**config.mk**
```make
export PLATFORM = sky130hd
export DESIGN_NAME = dac_latch_bank
export DESIGN_NICKNAME = d
export VERILOG_FILES = /design/src/rtl/dac_bank_pkg.sv /design/src/rtl/dac_cmd_parse.sv /design/src/rtl/dac_channel.sv /design/src/rtl/dac_pd_ctrl.sv /design/src/rtl/dac_latch_bank.sv
export SDC_FILE = /design/constraint.sdc
export NUM_CORES = 1
export LEC_CHECK = 0
export CAP_MARGIN = 20
export CELL_PAD_IN_SITES_DETAIL_PLACEMENT = 2
export CELL_PAD_IN_SITES_GLOBAL_PLACEMENT = 2
export CORE_MARGIN = 2
export CORE_UTILIZATION = 30
export DETAILED_ROUTE_END_ITERATION = 8
export GPL_TIMING_DRIVEN = 0
export HOLD_SLACK_MARGIN = 0.05
export PLACE_DENSITY = 0.77
export SYNTH_ARGS = -nofsm -noshare
export SYNTH_HDL_FRONTEND = slang
export SYNTH_SLANG_ARGS = --single-unit
```
**constraint.sdc**
```tcl
create_clock -name clk -period 3.9 [get_ports clk]
set_clock_uncertainty 0.1 [all_clocks]
set_input_delay 0.78 -clock clk [delete_from_list [all_inputs] [get_ports clk]]
set_output_delay 0.78 -clock clk [all_outputs]
set_load 0.005 [all_outputs]
```
**src/rtl/dac_bank_pkg.sv**
```systemverilog
package dac_bank_pkg;

  localparam int BYTE_W      = 8;
  localparam int CMD_RST_BIT = 4;
  localparam int CMD_PD_BIT  = 3;
  localparam int CMD_SEL_W   = 3;

  typedef enum logic {
    PH_CMD  = 1'b0,
    PH_DATA = 1'b1
  } byte_phase_e;

  typedef struct packed {
    logic                 rst;
    logic                 pd;
    logic [CMD_SEL_W-1:0] sel;
  } cmd_fields_t;

  function automatic cmd_fields_t decode_cmd(input logic [BYTE_W-1:0] b);
    cmd_fields_t f;
    f.rst = b[CMD_RST_BIT];
    f.pd  = b[CMD_PD_BIT];
    f.sel = b[CMD_SEL_W-1:0];
    return f;
  endfunction

endpackage

```
**src/rtl/dac_cmd_parse.sv**
```systemverilog
module dac_cmd_parse
  import dac_bank_pkg::*;
#(
  parameter int SEL_W = 3
) (
  input  logic              clk,
  input  logic              rst_n,
  input  logic              addr_match,
  input  logic              start_seen,
  input  logic              stop_seen,
  input  logic              in_valid,
  output logic              in_ready,
  input  logic [BYTE_W-1:0] in_data,
  output logic              wr_en,
  output logic [SEL_W-1:0]  wr_sel,
  output logic [BYTE_W-1:0] wr_data,
  output logic              commit,
  output logic              clr,
  output logic              pd_load,
  output logic              pd_val
);

  byte_phase_e      phase_q;
  logic             sess_q;
  logic             pend_any_q, pend_pd_q, pend_rst_q;
  logic             pend_any_nx, pend_pd_nx, pend_rst_nx;
  logic [SEL_W-1:0] sel_q;
  logic             accept, take_cmd, take_dat;
  cmd_fields_t      cmd;

  assign in_ready = sess_q & ~addr_match & ~start_seen;
  assign accept   = in_valid & in_ready;
  assign take_cmd = accept & (phase_q == PH_CMD);
  assign take_dat = accept & (phase_q == PH_DATA);
  assign cmd      = decode_cmd(in_data);

  // a command in the same cycle as STOP still counts as the last one
  always_comb begin
    pend_any_nx = pend_any_q;
    pend_pd_nx  = pend_pd_q;
    pend_rst_nx = pend_rst_q;
    if (take_cmd) begin
      pend_any_nx = 1'b1;
      pend_pd_nx  = cmd.pd;
      pend_rst_nx = cmd.rst;
    end
  end

  assign commit  = stop_seen & sess_q;
  assign clr     = commit & pend_rst_nx;
  assign pd_load = commit & pend_any_nx;
  assign pd_val  = pend_pd_nx;
  assign wr_en   = take_dat;
  assign wr_sel  = sel_q;
  assign wr_data = in_data;

  always_ff @(posedge clk or negedge rst_n) begin
    if (!rst_n) begin
      phase_q    <= PH_CMD;
      sess_q     <= 1'b0;
      sel_q      <= '0;
      pend_any_q <= 1'b0;
      pend_pd_q  <= 1'b0;
      pend_rst_q <= 1'b0;
    end else begin
      if (take_cmd) sel_q <= cmd.sel[SEL_W-1:0];
      if (accept) phase_q <= (phase_q == PH_CMD) ? PH_DATA : PH_CMD;
      if (addr_match) phase_q <= PH_CMD;
      if (addr_match || start_seen || stop_seen) begin
        pend_any_q <= 1'b0;
        pend_pd_q  <= 1'b0;
        pend_rst_q <= 1'b0;
      end else begin
        pend_any_q <= pend_any_nx;
        pend_pd_q  <= pend_pd_nx;
        pend_rst_q <= pend_rst_nx;
      end
      sess_q <= addr_match | (sess_q & ~stop_seen & ~start_seen);
    end
  end

  // a match always restarts byte parity on a command byte
  a_r2_phase_cmd_after_match: assert property (@(posedge clk) disable iff (!rst_n)
    addr_match |=> (phase_q == PH_CMD));

  // an abort leaves nothing pending and no open session
  a_r9_abort_drops_pending: assert property (@(posedge clk) disable iff (!rst_n)
    (start_seen && !addr_match) |=> (!pend_any_q && !pend_rst_q && !sess_q));

  // nothing is accepted outside a transaction
  a_r10_no_accept_idle: assert property (@(posedge clk) disable iff (!rst_n)
    !sess_q |-> !(take_cmd || take_dat));

endmodule

```
**src/rtl/dac_channel.sv**
```systemverilog
module dac_channel
  import dac_bank_pkg::*;
#(
  parameter int IDX   = 0,
  parameter int SEL_W = 3
) (
  input  logic              clk,
  input  logic              rst_n,
  input  logic              wr_en,
  input  logic [SEL_W-1:0]  wr_sel,
  input  logic [BYTE_W-1:0] wr_data,
  input  logic              commit,
  input  logic              clr,
  output logic [BYTE_W-1:0] out_word
);

  localparam logic [SEL_W-1:0] MY_SEL = SEL_W'(IDX);

  logic [BYTE_W-1:0] in_q, in_nx, out_q;

  always_comb begin
    in_nx = in_q;
    if (wr_en && wr_sel == MY_SEL) in_nx = wr_data;
  end

  always_ff @(posedge clk or negedge rst_n) begin
    if (!rst_n) begin
      in_q  <= '0;
      out_q <= '0;
    end else if (clr) begin
      in_q  <= '0;
      out_q <= '0;
    end else begin
      in_q <= in_nx;
      if (commit) out_q <= in_nx;
    end
  end

  assign out_word = out_q;

  // the output latch moves only on a commit
  a_r4_out_hold: assert property (@(posedge clk) disable iff (!rst_n)
    !commit |=> $stable(out_q));

  // a reset commit clears both latches
  a_r8_clear_both: assert property (@(posedge clk) disable iff (!rst_n)
    clr |=> (out_q == '0 && in_q == '0));

endmodule

```
**src/rtl/dac_pd_ctrl.sv**
```systemverilog
module dac_pd_ctrl (
  input  logic clk,
  input  logic rst_n,
  input  logic pd_load,
  input  logic pd_val,
  output logic power_down
);

  logic pd_q;

  always_ff @(posedge clk or negedge rst_n) begin
    if (!rst_n)       pd_q <= 1'b0;
    else if (pd_load) pd_q <= pd_val;
  end

  assign power_down = pd_q;

  // power-down changes only at a STOP that carried a command
  a_r6_pd_hold: assert property (@(posedge clk) disable iff (!rst_n)
    !pd_load |=> $stable(pd_q));

endmodule

```
**src/rtl/dac_latch_bank.sv**
```systemverilog
module dac_latch_bank
  import dac_bank_pkg::*;
#(
  parameter int NCH = 8
) (
  input  logic                  clk,
  input  logic                  rst_n,
  input  logic                  addr_match,
  input  logic                  start_seen,
  input  logic                  stop_seen,
  input  logic                  in_valid,
  output logic                  in_ready,
  input  logic [BYTE_W-1:0]     in_data,
  output logic [NCH*BYTE_W-1:0] dac_words,
  output logic                  power_down
);

  localparam int SEL_W = (NCH > 1) ? $clog2(NCH) : 1;

  logic              wr_en, commit, clr, pd_load, pd_val;
  logic [SEL_W-1:0]  wr_sel;
  logic [BYTE_W-1:0] wr_data;

  dac_cmd_parse #(.SEL_W(SEL_W)) u_parse (
    .clk        (clk),
    .rst_n      (rst_n),
    .addr_match (addr_match),
    .start_seen (start_seen),
    .stop_seen  (stop_seen),
    .in_valid   (in_valid),
    .in_ready   (in_ready),
    .in_data    (in_data),
    .wr_en      (wr_en),
    .wr_sel     (wr_sel),
    .wr_data    (wr_data),
    .commit     (commit),
    .clr        (clr),
    .pd_load    (pd_load),
    .pd_val     (pd_val)
  );

  for (genvar g = 0; g < NCH; g++) begin : g_ch
    dac_channel #(.IDX(g), .SEL_W(SEL_W)) u_ch (
      .clk      (clk),
      .rst_n    (rst_n),
      .wr_en    (wr_en),
      .wr_sel   (wr_sel),
      .wr_data  (wr_data),
      .commit   (commit),
      .clr      (clr),
      .out_word (dac_words[g*BYTE_W +: BYTE_W])
    );
  end

  dac_pd_ctrl u_pd (
    .clk        (clk),
    .rst_n      (rst_n),
    .pd_load    (pd_load),
    .pd_val     (pd_val),
    .power_down (power_down)
  );

  // the reset state holds while reset is applied
  always_comb begin
    if (!rst_n) a_r1_reset_state: assert (power_down == 1'b0);
  end

endmodule

```
Word-level counts from Yosys, hierarchy flattened
Cells that the tools add are included.
Word-level totals
  flip-flop bits (word level): 137
  input port bits: 14
  output and inout port bits: 66
Operators by class
  reduce and logical (&&, ||, !) cells: 13
  muxes and demuxes: 41
  equal/unequal tests: 7
  bitwise operators: 15
Operators with widths (count)
  2-to-1 mux 8 bit: 32
  equality test 3 bit, second input constant: 4
  AND 1 bit: 10
  2-to-1 mux 1 bit: 9
  logical AND 1 bit: 8
  equality test 3 x 2 -> 1 bit, second input constant: 2
  NOT 1 bit: 4
  nonzero test 2 bit: 2
  equality test 3 x 1 -> 1 bit, second input constant: 1
  logical NOT 3 bit: 1
  logical OR 1 bit: 2
  bitwise OR 1 bit: 1

Depth between registers and ports, before layout
  word-level depth: 9
  gate-level depth with buffers: 6
  mapped depth without buffers: 4

By module
From an unflattened synthesis, not the netlist that was laid out.
Second synthesis, totals
  cell total of the unflattened synthesis: 475
  area total of the unflattened synthesis: 5647.9 um^2
By module, submodules not included
  dac_channel at g_ch[1].u_ch ...: cells each 54, area each 640.6 um^2, times used 3
  dac_channel at g_ch[3].u_ch ...: cells each 54, area each 638.1 um^2, times used 3
  dac_channel at g_ch[0].u_ch: cells each 54, area each 650.6 um^2, times used 1
  dac_channel at g_ch[7].u_ch: cells each 53, area each 643.1 um^2, times used 1
  dac_cmd_parse: cells each 42, area each 478.0 um^2, times used 1
  dac_pd_ctrl: cells each 2, area each 40.0 um^2, times used 1

Worst setup path after synthesis
No wires, ideal clock.
  path kind: input to register
  start: in start_seen
  end: reg g_ch[1].u_ch.out_q[1]
  buffers on the path: 1
  setup slack: 1.684 ns
  stages: 5
  library setup time: 0.129 ns
  arrival time: 1.988 ns
  cells stage by stage: nand4bb_1 > buf_6 > nor4_4 > mux2i_1 > o21ai_1
Between the ends
  longest elaborated chain between the ends: 8
  elaborated cells between the ends (all ways): 12
  those cells by class: 4 x mux; 6 x bitwise; 2 x reduce/logical
RTL lines
  from (decl): line dac_latch_bank.sv:9  | input logic start_seen,
  NOT 1 bit *: line dac_cmd_parse.sv:31  | assign in_ready = sess_q & ~addr_match & ~start_seen;
  AND 1 bit *: line dac_cmd_parse.sv:31
  AND 1 bit *: line dac_cmd_parse.sv:32  | assign accept = in_valid & in_ready;
  AND 1 bit: line dac_cmd_parse.sv:34  | assign take_dat = accept & (phase_q == PH_DATA);
  logical AND 1 bit: line dac_channel.sv:23  | if (wr_en && wr_sel == MY_SEL) in_nx = wr_data;
  2-to-1 mux 8 bit: line dac_channel.sv:23
  2-to-1 mux 8 bit: line dac_channel.sv:35  | if (commit) out_q <= in_nx;
  2-to-1 mux 8 bit: line dac_channel.sv:30  | end else if (clr) begin
  to (signal assigned): line dac_channel.sv:35
  to (decl): line dac_channel.sv:19  | logic [BYTE_W-1:0] in_q, in_nx, out_q;
Mark *: on every way between the ends. The rest lies on a longest branch, timed or not. The select of a mux whose other input is x is not followed.
A chain may end at the register's enable or synchronous reset.

Final worst setup path
  start: in start_seen
  end: out in_ready
Between the ends
  longest elaborated chain between the ends: 2
RTL lines
  NOT 1 bit: line dac_cmd_parse.sv:31
  AND 1 bit: line dac_cmd_parse.sv:31
  to (decl): line dac_latch_bank.sv:12  | output logic in_ready,
No other way between the ends.

==> impl_metrics.yaml <==
outcome:
  status: "complete, no violations"
power_and_ir_drop:
  power.density_nw_per_um2: 476
  p_comb_frac: 0.069
  sw_frac_of_total: 0.230
  ir_drop_mv: 0.324
  power.leakage_nw: 3.29
  clockPowerShare: 0.479
  seq_power_share: 0.452
  switchingPower_mw: 0.758
  intPower_mw: 2.54
timing:
  final.period_utilization: 0.741
  worst_pin_slew_ps: 860
  timing.hold.ws_ps: 258
  max_freq_mhz: 346
  final_max_slew_viol_count: 0
  grt_setup_unrepaired: "no"
  setup_viol: 0
  slew_headroom: 0.422
  final_hold_viol_count: 0
  period_minus_slack_ps: 2890
detailed_routing:
  drc: 0
  vias_per_cell: 4.82
  drtAntennaViolNets: 0
  vias: 3835
  totalWireLength_mm: 15.5
  wl_per_cell_um: 19.5
  drt-pass1-iter-count: 4
  drt-initial-drc-count: 205
global_routing:
  antenna_found_initial: 0
  grtUsageTotal: 0.180
  grt_max_degree: 73
  overflow: 0
  grt_pass1_wl_mm: 25.0
  first_global_vias: 4418
floorplan:
  dieArea_um2: 18900
  dieHeight_um: 137
  die_x_um: 137
  row_count: 48
  io_pins: 80
  initial_utilization: 0.307
  coreArea_um2: 17400
min_path:
  hp-class: "primary input to asynchronous set/reset pin"
clocking:
  htreeDepth: 4
  cts_inserted_buffers: 17
  cts_tree: "built"
  clockBufferDepth: 2
  insertion_delay_ps: 420
  ctsHoldBuffers: 0
  cts_sinks: 137
  cts_setup_buffers: 0
  root_buffer: "clkbuf_16"
  clk_pin_slew_ps: 50
  cts.repair.resized: 0
yosys:
  synth_nets: 482
  syn_inst: 468
  yosysWarnings: 0
  synth.avg_cell_area_um2: 11.4
  syn_area_um2: 5330
  synth.ff_latch_count: 137
  synth_cell_types: 33
  ys_seq_area_frac: 0.643
placed_design:
  dp_hpwl_mm: 10.5
  numPortBuffers: 71
  place.gp.congestion: 0.783
  postPlaceCellArea_um2: 6350
setup_path:
  slowest_stage: "clkdlybuf4s50_1"
  worst_path_most_repeated_cell: "clkdlybuf4s50_1"
  max_stage_delay_ps: 510
  crit_chain: "clkdlybuf4s50_1 -> nand2b_1 -> nor2_1 -> clkdlybuf4s50_1"
  crit_arrival_ps: 2010
  required_ps: 3020
  worstPathMaxFanout: 4
  critPathLaunchType: "primary input"
  end_kind: "primary output"
  path_class: "primary input to primary output"
final_layout:
  nets: 573
  nFillCells: 1787
  final_layout_size_suffix_gt1_frac: 0.0912
  register_area_um2: 3430
  area_growth_pct: 30.0
  final_common_cell: "dfrtp_1"
  antenna_cells: 0
  mostFrequentLayoutCells: "dfrtp_1 (137), nand2_1 (70), clkdlybuf4s50_1 (70)"
  final_cell_area_um2: 6930
  multi_input_area_um2: 1760
flow_run:
  drv_cap: 0
metrics by stage:
step,TNS [ps],util,power (mW),std cells,setup slack (ps)
3_5_place_dp,0,0.366,1.75,765,655
3_3_place_gp,-460360,0.364,1.73,764,-3370
5_1_grt,0,0.399,3.44,795,919
6_report,0,0.399,3.30,795,1010
2_1_floorplan,0,-,1.61,468,1680
4_1_cts,0,0.399,3.34,795,1010
critical path: cells and delay by family:
kind	cells	cell delay, ps
buffers and inverters	2	960
and+or+nand+nor	2	270
final timing paths:
kind                       slack, ps                  endpoint  depth (start not counted)                startpoint
max                             1010                  in_ready                          4                start_seen
min                              260        u_parse.pend_rst_q                          1                     rst_n
max reg2reg                     1570  g_ch[6].u_ch.out_word[0]                          5            u_parse.sess_q
min reg2reg                      380  g_ch[0].u_ch.out_word[7]                          2  g_ch[0].u_ch.out_word[7]
max in group asynchronous       2660      g_ch[4].u_ch.in_q[5]                          2                     rst_n
min in group clk                 380  g_ch[0].u_ch.out_word[7]                          2  g_ch[0].u_ch.out_word[7]
final cells by class:
class | count | area share
flip-flops and latches | 137 | 0.495
multi-input cells | 297 | 0.253
repair buffers | 72 | 0.107
clock buffers | 22 | 0.0699
well taps | 225 | 0.0406
plain buffers | 32 | 0.0202
clock inverters | 8 | 0.0137
inverters | 2 | 0.00108
synth_stat cells:
cell | count | area, um2
a21oi_1 | 3 | 15.0
a21oi_2 | 1 | 8.76
and2_1 | 1 | 6.26
and3_1 | 1 | 6.26
and4bb_1 | 1 | 12.5
buf_1 | 4 | 15.0
buf_2 | 10 | 50.1
buf_6 | 1 | 11.3
clkbuf_1 | 17 | 63.8
dfrtp_1 | 137 | 3430
inv_1 | 1 | 3.75
inv_2 | 1 | 3.75
mux2_2 | 2 | 22.5
mux2i_1 | 64 | 641
nand2_1 | 70 | 263
nand2b_1 | 2 | 12.5
nand3_1 | 2 | 10.0
nand3_2 | 1 | 10.0
nand3b_1 | 1 | 7.51
nand4_1 | 2 | 12.5
nand4_2 | 1 | 12.5
nand4bb_1 | 1 | 11.3
nor2_1 | 68 | 255
nor2b_1 | 1 | 6.26
nor3_4 | 2 | 32.5
nor3b_1 | 1 | 7.51
nor4_4 | 2 | 42.5
o21a_1 | 1 | 7.51
o21ai_0 | 45 | 225
o21ai_1 | 21 | 105
o21bai_1 | 1 | 7.51
o221ai_1 | 1 | 8.76
or3_1 | 1 | 6.26
power groups by stage:
stage | sequential, mW | combinational, mW | clock (mW)
final | 1.49 | 0.227 | 1.58
after global routing | 1.50 | 0.255 | 1.68
after CTS | 1.49 | 0.234 | 1.62
after detailed placement | 1.52 | 0.232 | 0
after global placement | 1.52 | 0.215 | 0
after floorplan | 1.51 | 0.0994 | 0
flip-flops by register name, summed over array words and instances (netlist names):
register / count
u_pd.power_down: 1
u_parse.wr_sel: 3
u_parse.pend_any_q: 1
u_parse.sess_q: 1
u_parse.pend_pd_q: 1
g_ch.u_ch.in_q: 64
g_ch.u_ch.out_word: 64
u_parse.pend_rst_q: 1
u_parse.phase_q: 1
logic make-up (layout without fill, tap and decap cells):
group,after synthesis,in the layout,share of synthesized area
simple gates,158,158,0.134
flops,137,137,0.643
buf+inv,34,136,0.0277
mux,66,66,0.124
compound gates,73,73,0.0709
layer usage:
layer	wire length, um	track usage	vias up
met5	0	0	-
met4	204	0.0567	0
met3	575	0.0394	17
met2	7770	0.301	78
met1	6940	0.233	1995
li1	-	-	1745
No activity file was read; power rests on OpenSTA's default activity.
